**config.mk**
```make
export PLATFORM = sky130hd
export DESIGN_NAME = rxr_ring_wb
export DESIGN_NICKNAME = d
export VERILOG_FILES = /design/src/rtl/rxr_pkg.sv /design/src/rtl/rxr_desc_mem.sv /design/src/rtl/rxr_ring_ptr.sv /design/src/rtl/rxr_frame_ctl.sv /design/src/rtl/rxr_ring_wb.sv
export SDC_FILE = /design/constraint.sdc
export NUM_CORES = 1
export LEC_CHECK = 0
export CORE_ASPECT_RATIO = 1.75
export CORE_UTILIZATION = 48
export CTS_CLUSTER_SIZE = 16
export DETAILED_ROUTE_END_ITERATION = 8
export HOLD_SLACK_MARGIN = 0.12
export PLACE_DENSITY = 0.66
export SYNTH_ARGS = -nofsm -noshare
export SYNTH_HDL_FRONTEND = slang
export SYNTH_SLANG_ARGS = --single-unit
```
**constraint.sdc**
```tcl
create_clock -name clk -period 8 [get_ports clk]
set_input_delay 1.2 -clock clk [delete_from_list [all_inputs] [get_ports clk]]
set_output_delay 1.2 -clock clk [all_outputs]
set_load 0.02 [all_outputs]
```
**src/rtl/rxr_pkg.sv**
```systemverilog
package rxr_pkg;
   localparam int OWN_BIT  = 31;
   localparam int EOR_BIT  = 30;
   localparam int OVS_BIT  = 22;
   localparam int ERR_BIT  = 21;
   localparam int RUNT_BIT = 20;
   localparam int CRC_BIT  = 19;
   localparam int LEN_W    = 13;
   localparam int MAXL_W   = 16;

   typedef enum logic [1:0] {
      FS_IDLE  = 2'd0,
      FS_STORE = 2'd1,
      FS_DROP  = 2'd2
   } fstate_e;
endpackage

```
**src/rtl/rxr_desc_mem.sv**
```systemverilog
module rxr_desc_mem #(
   parameter int DEPTH = 4,
   localparam int IW = (DEPTH > 1) ? $clog2(DEPTH) : 1
) (
   input  logic          clk,
   input  logic          rst_n,
   input  logic          host_we,
   input  logic [IW-1:0] host_idx,
   input  logic [1:0]    host_word,
   input  logic [31:0]   host_wdata,
   output logic [31:0]   host_rdata,
   input  logic [IW-1:0] hw_idx,
   output logic [31:0]   hw_status,
   output logic [31:0]   hw_buf_lo,
   input  logic          wb_en,
   input  logic [31:0]   wb_status
);
   logic [31:0] words_q [DEPTH][4];

   always_ff @(posedge clk or negedge rst_n) begin
      if (!rst_n) begin
         for (int e = 0; e < DEPTH; e++)
            for (int w = 0; w < 4; w++)
               words_q[e][w] <= '0;
      end else begin
         for (int e = 0; e < DEPTH; e++) begin
            if (host_we && host_idx == IW'(e))
               words_q[e][host_word] <= host_wdata;
            // device write-back wins over a host write to the same status word
            if (wb_en && hw_idx == IW'(e))
               words_q[e][0] <= wb_status;
         end
      end
   end

   assign host_rdata = words_q[host_idx][host_word];
   assign hw_status  = words_q[hw_idx][0];
   assign hw_buf_lo  = words_q[hw_idx][2];
endmodule

```
**src/rtl/rxr_ring_ptr.sv**
```systemverilog
module rxr_ring_ptr #(
   parameter int DEPTH = 4,
   localparam int IW = (DEPTH > 1) ? $clog2(DEPTH) : 1
) (
   input  logic          clk,
   input  logic          rst_n,
   input  logic          adv,
   input  logic          eor,
   output logic [IW-1:0] idx
);
   logic [IW-1:0] step;

   generate
      if ((DEPTH & (DEPTH - 1)) == 0) begin : g_pow2
         assign step = idx + 1'b1;
      end else begin : g_cmp
         assign step = (idx == IW'(DEPTH - 1)) ? '0 : idx + 1'b1;
      end
   endgenerate

   always_ff @(posedge clk or negedge rst_n) begin
      if (!rst_n)   idx <= '0;
      else if (adv) idx <= eor ? '0 : step;
   end
endmodule

```
**src/rtl/rxr_frame_ctl.sv**
```systemverilog
module rxr_frame_ctl
   import rxr_pkg::*;
#(
   parameter int MIN_FRAME = 64
) (
   input  logic              clk,
   input  logic              rst_n,
   input  logic              in_valid,
   input  logic              in_sof,
   input  logic              in_eof,
   input  logic [7:0]        in_data,
   input  logic              in_crc_err,
   input  logic [MAXL_W-1:0] cfg_max_len,
   input  logic [31:0]       d_status,
   input  logic [31:0]       d_buf_lo,
   output logic              buf_we,
   output logic [31:0]       buf_addr,
   output logic [7:0]        buf_data,
   output logic              wb_en,
   output logic [31:0]       wb_status,
   output logic              wb_eor,
   output logic              miss_inc
);
   localparam int CW = MAXL_W;

   fstate_e          st_q, st_d;
   logic [CW-1:0]    cnt_q, cnt_eff, cnt_nx;
   logic [CW-1:0]    lim_q, lim_new, lim_eff, cap;
   logic [31:0]      base_q, base_eff;
   logic             ovf_q, ovf_eff, eor_q;
   logic             start, take, skip, in_frame, fits, runt;
   logic [CW:0]      rcv;
   logic [LEN_W-1:0] stored;

   assign start    = in_valid && in_sof && (st_q == FS_IDLE);
   assign take     = start && d_status[OWN_BIT];
   assign skip     = start && !d_status[OWN_BIT];
   assign in_frame = take || ((st_q == FS_STORE) && in_valid);

   assign cap      = CW'(d_status[LEN_W-1:0]);
   assign lim_new  = (cap < cfg_max_len) ? cap : cfg_max_len;
   assign lim_eff  = take ? lim_new : lim_q;
   assign base_eff = take ? d_buf_lo : base_q;
   assign cnt_eff  = take ? '0 : cnt_q;
   assign cnt_nx   = (cnt_eff == '1) ? cnt_eff : cnt_eff + 1'b1;
   assign fits     = cnt_eff < lim_eff;
   assign ovf_eff  = (take ? 1'b0 : ovf_q) || (in_frame && !fits);

   assign buf_we   = in_frame && fits;
   assign buf_addr = base_eff + 32'(cnt_eff);
   assign buf_data = in_data;

   assign rcv      = {1'b0, cnt_eff} + 1'b1;
   assign stored   = ovf_eff ? lim_eff[LEN_W-1:0] : rcv[LEN_W-1:0];
   assign runt     = rcv < (CW+1)'(MIN_FRAME);

   assign wb_en    = in_frame && in_eof;
   assign wb_eor   = take ? d_status[EOR_BIT] : eor_q;
   assign miss_inc = skip;

   always_comb begin
      wb_status              = '0;
      wb_status[LEN_W-1:0]   = stored;
      wb_status[EOR_BIT]     = wb_eor;
      wb_status[CRC_BIT]     = in_crc_err;
      wb_status[RUNT_BIT]    = runt;
      wb_status[OVS_BIT]     = ovf_eff;
      wb_status[ERR_BIT]     = in_crc_err || runt || ovf_eff;
   end

   always_comb begin
      st_d = st_q;
      case (st_q)
         FS_IDLE: begin
            if (take && !in_eof)      st_d = FS_STORE;
            else if (skip && !in_eof) st_d = FS_DROP;
         end
         FS_STORE, FS_DROP: if (in_valid && in_eof) st_d = FS_IDLE;
         default: st_d = FS_IDLE;
      endcase
   end

   always_ff @(posedge clk or negedge rst_n) begin
      if (!rst_n) begin
         st_q   <= FS_IDLE;
         cnt_q  <= '0;
         lim_q  <= '0;
         base_q <= '0;
         ovf_q  <= 1'b0;
         eor_q  <= 1'b0;
      end else begin
         st_q <= st_d;
         if (in_frame) begin
            cnt_q <= cnt_nx;
            ovf_q <= ovf_eff;
         end
         if (take) begin
            lim_q  <= lim_new;
            base_q <= d_buf_lo;
            eor_q  <= d_status[EOR_BIT];
         end
      end
   end
endmodule

```
**src/rtl/rxr_ring_wb.sv**
```systemverilog
module rxr_ring_wb
   import rxr_pkg::*;
#(
   parameter int DEPTH     = 4,
   parameter int MIN_FRAME = 64,
   parameter int CNT_W     = 32,
   localparam int IW = (DEPTH > 1) ? $clog2(DEPTH) : 1
) (
   input  logic              clk,
   input  logic              rst_n,
   input  logic              in_valid,
   input  logic              in_sof,
   input  logic              in_eof,
   input  logic [7:0]        in_data,
   input  logic              in_crc_err,
   input  logic [MAXL_W-1:0] cfg_max_len,
   input  logic              host_we,
   input  logic [IW-1:0]     host_idx,
   input  logic [1:0]        host_word,
   input  logic [31:0]       host_wdata,
   output logic [31:0]       host_rdata,
   output logic              buf_we,
   output logic [31:0]       buf_addr,
   output logic [7:0]        buf_data,
   output logic [IW-1:0]     cur_idx,
   output logic [CNT_W-1:0]  missed_cnt,
   output logic [1:0]        irq_status,
   input  logic [1:0]        irq_clr
);
   generate
      if (DEPTH < 2) begin : g_bad_depth
         $error("rxr_ring_wb: DEPTH must be at least 2");
      end
      if (MIN_FRAME < 1 || MIN_FRAME > 8191) begin : g_bad_min
         $error("rxr_ring_wb: MIN_FRAME out of range");
      end
      if (CNT_W < 1) begin : g_bad_cnt
         $error("rxr_ring_wb: CNT_W must be positive");
      end
   endgenerate

   logic [31:0] d_status, d_buf_lo, wb_status;
   logic        wb_en, wb_eor, miss_inc;
   logic [1:0]  irq_set;

   rxr_desc_mem #(.DEPTH(DEPTH)) u_mem (
      .clk(clk), .rst_n(rst_n),
      .host_we(host_we), .host_idx(host_idx), .host_word(host_word),
      .host_wdata(host_wdata), .host_rdata(host_rdata),
      .hw_idx(cur_idx), .hw_status(d_status), .hw_buf_lo(d_buf_lo),
      .wb_en(wb_en), .wb_status(wb_status)
   );

   rxr_frame_ctl #(.MIN_FRAME(MIN_FRAME)) u_ctl (
      .clk(clk), .rst_n(rst_n),
      .in_valid(in_valid), .in_sof(in_sof), .in_eof(in_eof),
      .in_data(in_data), .in_crc_err(in_crc_err), .cfg_max_len(cfg_max_len),
      .d_status(d_status), .d_buf_lo(d_buf_lo),
      .buf_we(buf_we), .buf_addr(buf_addr), .buf_data(buf_data),
      .wb_en(wb_en), .wb_status(wb_status), .wb_eor(wb_eor),
      .miss_inc(miss_inc)
   );

   rxr_ring_ptr #(.DEPTH(DEPTH)) u_ptr (
      .clk(clk), .rst_n(rst_n), .adv(wb_en), .eor(wb_eor), .idx(cur_idx)
   );

   assign irq_set = {wb_en && wb_status[ERR_BIT], wb_en && !wb_status[ERR_BIT]};

   always_ff @(posedge clk or negedge rst_n) begin
      if (!rst_n) begin
         missed_cnt <= '0;
         irq_status <= '0;
      end else begin
         if (miss_inc) missed_cnt <= missed_cnt + 1'b1;
         irq_status <= (irq_status & ~irq_clr) | irq_set;
      end
   end
endmodule

```
==> summary.md <==
| Metric | Value |
|---|---|
| Nature of the critical path endpoint | `output pin` |
| Syn nets | `~2600` |
| Fillers | `5408` |
| Detailed Routing Iterations Pass 1 | `9` |
| Fmax | `132 MHz` |
| Min Tclk post-route | `7.57 ns` |
| Total number of H-tree levels | `2` |
| Final slew viol count | `0` |
| Critical-path maximum fanout | `28` |
| Mean post-synth cell area | `between 10 and 15 µm²` |
| Max_slew headroom | `0.165` |
| P_leak | `15.3 nW` |
| Cells along the critical path | `mux4_2 > nand2_2 > nand2_1 > inv_1 > ha_1 > inv_1 > fa_1 > nor2b_1 > o21a_1 > o21ai_0 > buf_4 > a21oi_1 > buf_4 > o211ai_1 > a21oi_1 > buf_4 > nor2b_1 > xnor2_1 > clkdlybuf4s50_1` |
| Vias in the first global route | `22813` |
| Worst Skew | `0.0289 ns` |
| Die width | `196 µm` |
| Global-route wire length before repair | `139000 µm` |
| Post-CTS Setup Inserts | `0` |
| IR Drop Worst-Case VDD | `0.212 mV` |
| Hold Path Class | `reg2reg` |
| Status | `finished clean` |
| Num rows | `124` |
| WL per Instance | `26.3 µm` |
| Slowest CP cell | `dfrtp_2` |
| Nets | `2700` |
| Clock Path Buffers | `3` |
| Crit. Startpoint | `u_ptr.idx[1]$_DFFE_PN0P_` |
| Die ar. | `66900 µm²` |
| Ports | `178` |
| PwrDens | `approximately 310 nW/µm²` |
| Routed Antenna Nets | `0` |
| DRT Wirelength | `about 90000 µm` |
| Core Region | `65200 µm²` |
| Required time worst endpoint | `6.80 ns` |
| Post-CTS sizing | `0` |
| Register area share after synthesis | `0.488` |
| CP peak stage delay | `0.86 ns` |
| GP Congestion | `0.962` |
| Via count | `21600` |
| Gr usage total | `0.275` |
| Tcrit/Tclk final | `0.946` |
| Top-area cell type share of the netlist area | `0.488` |
| Final setup fails | `0` |
| Synth area leaders | `dfrtp_1, mux4_2, mux2_2, nand2_1, a21oi_1` |
| IO buf count | `161` |
| Most used cell, CP | `buf_4` |
| Arrival @ worst endpoint | `between 6 and 7 ns` |
| Later-pin clock latency in the skew report | `0.66 ns` |
| Post-Route Setup TNS | `0 ns` |
| CTS clk-pin slew, worst paths | `0.06 ns` |
| Dpl hpwl | `58300 µm` |
| Hold-fix buffers, CTS | `0` |
| CTS tree | `done` |
| Initial core utilization | `0.485` |
| Dominant cell by count in the synthesized netlist | `dfrtp_1` |
| # Max-Cap Violations | `0` |
| Sequential cell area | `between 15000 and 20000 µm²` |
| Reg2reg end | `u_mem.words_q[97]$_DFFE_PN0P_` |
| CTS sink cnt | `616` |
| Synth Register Bits | `between 600 and 700` |
| Yosys warning count | `0` |
| Synth Instances | `2515` |
| Unrepaired setup endpoints after global routing | `false` |
| Global route total overflow | `0` |
| Num CTS Buffers | `between 50 and 60` |
| Least-Margin Pin Slew | `roughly 1.3 ns` |
| Commonest cells in the netlist | `dfrtp_1, mux2_2, nand2_1` |
| Share of layout cells above drive strength 1 | `0.297` |
| Cell taking the most area after synthesis | `dfrtp_1` |
| Netlist Area Pre-Place | `31600 µm²` |
| Critical setup path kind | `reg2out` |
| CP Launch Type | `flip-flop` |
| Clk Tree Root Cell | `clkbuf_16` |
| # DRC | `0` |
| RR Startpoint | `u_ptr.idx[1]$_DFFE_PN0P_` |
| Initial antenna violation count | `2` |
| Tot Pwr | `approximately 11 mW` |
| Die height | `341 µm` |
| Pin count of the biggest net entering global routing | `197` |
| Synth cell types | `65` |
| DRT iter0 DRCs | `1672` |
| Vias per cell | `6.27` |
| Final Hold Fails | `0` |
| Post-synth ARST share | `1.00` |
| Multi-input logic area | `15300 µm²` |
| Worst setup endpoint | `buf_addr[30]` |
| Flop2flop setup slack | `about 1.3 ns` |
| Area growth syn-to-layout | `13.1%` |
| FF-to-FF path depth | `20` |
| Post-synth EDFFs | `0` |
| Most used DFF post-synth | `dfrtp_1` |
[state kept, by name, summed over array words and instances, names as in the netlist]
name and flops:
irq_status 2, missed_cnt 32, u_ctl.base_q 32, u_ctl.cnt_q 16, u_ctl.eor_q 1, u_ctl.lim_q 16
u_ctl.ovf_q 1, u_ctl.st_q 2, u_mem.words_q 512, u_ptr.idx 2
[worst min path at each step]
stage | from | endpoint | slack (ns) | depth (start not counted)
floorplan | u_ctl.lim_q[13]$_DFF_PN0_ | u_ctl.lim_q[13]$_DFF_PN0_ | 0.43 | 2
global placement | u_ctl.lim_q[15]$_DFF_PN0_ | u_ctl.lim_q[15]$_DFF_PN0_ | 0.45 | 2
detailed placement | missed_cnt[31]$_DFFE_PN0P_ | missed_cnt[31]$_DFFE_PN0P_ | 0.46 | 1
CTS | missed_cnt[31]$_DFFE_PN0P_ | missed_cnt[31]$_DFFE_PN0P_ | 0.47 | 1
global route | missed_cnt[31]$_DFFE_PN0P_ | missed_cnt[31]$_DFFE_PN0P_ | 0.47 | 1
finish | missed_cnt[31]$_DFFE_PN0P_ | missed_cnt[31]$_DFFE_PN0P_ | 0.46 | 1
[cells in the final DEF, fill, tap and decap left out, drive strengths merged, types with 23 or more instances in the layout]
cell type      instances
ha                    51
buf                   44
dfrtp                616
mux4                 207
o21ai                 39
nor2                  73
nand2                368
mux2                 395
xnor2                 50
xor2                  23
a21oi                141
nand3                 34
clkbuf                87
clkdlybuf4s50        156
mux2i                 38
and3                  71
inv                   51
[through the flow]
step / instances / hold slack [ns] / util / setup slack (ns) / cell area (µm²)
after floorplan: 2515 / 0.433 / - / 1.54 / 31600
after global routing: 3442 / 0.474 / 0.548 / 0.158 / 35700
after global placement: 3338 / 0.446 / 0.520 / 0.797 / 33900
after CTS: 3440 / 0.470 / 0.548 / 0.250 / 35700
final: 3443 / 0.465 / 0.548 / 0.434 / 35700
after detailed placement: 3338 / 0.456 / 0.520 / 0.714 / 33900
[worst max-delay path: cells and delay by family (launching register included)]
kind	cells	cell delay, ns
buffers and inverters	6	1.44
AOI/OAI and AO/OA	5	1.06
and+or+nand+nor	4	1.03
DFF	1	0.86
adders and majority gates	2	0.58
muxes	1	0.58
xor gates and xnor gates	1	0.14
[where the power goes]
part           switching (mW)  internal, mW  total [mW]
combinational            1.90          1.95        3.84
sequential              0.558          3.96        4.52
clock                    1.22          1.49        2.71
[routing by layer]
layer,up-vias,track usage,routed length [µm]
met5,-,0,11
met4,2,0.112,3730
met3,212,0.0438,5290
met2,842,0.483,47100
met1,11334,0.337,34300
li1,9210,-,-
[logic make-up (layout without fill, tap and decap cells)]
| family | after synthesis | after routing | share of synthesized area |
|---|---|---|---|
| XOR/XNOR | 73 | 73 | 0.0202 |
| buffers and inverters | 245 | 352 | 0.0311 |
| adder cells (fa/ha/maj) | 52 | 52 | 0.0208 |
| AND/OR/NAND/NOR | 638 | 638 | 0.0907 |
| multiplexers | 640 | 640 | 0.300 |
| flip-flops | 616 | 616 | 0.488 |
| other | 0 | 2 | 0 |
| AO/OA/AOI/OAI | 251 | 251 | 0.0490 |
[cell type report]
class	instances	area share
Clock buffer	86	0.0463
Timing Repair Buffer	201	0.0553
Tap cell	819	0.0287
Multi-Input combinational cell	1654	0.428
Inverter	49	0.00522
Clock inverter	16	0.00455
Antenna cell	2	0.000140
Sequential cell	616	0.432
No activity file was read; power rests on OpenSTA's default activity.
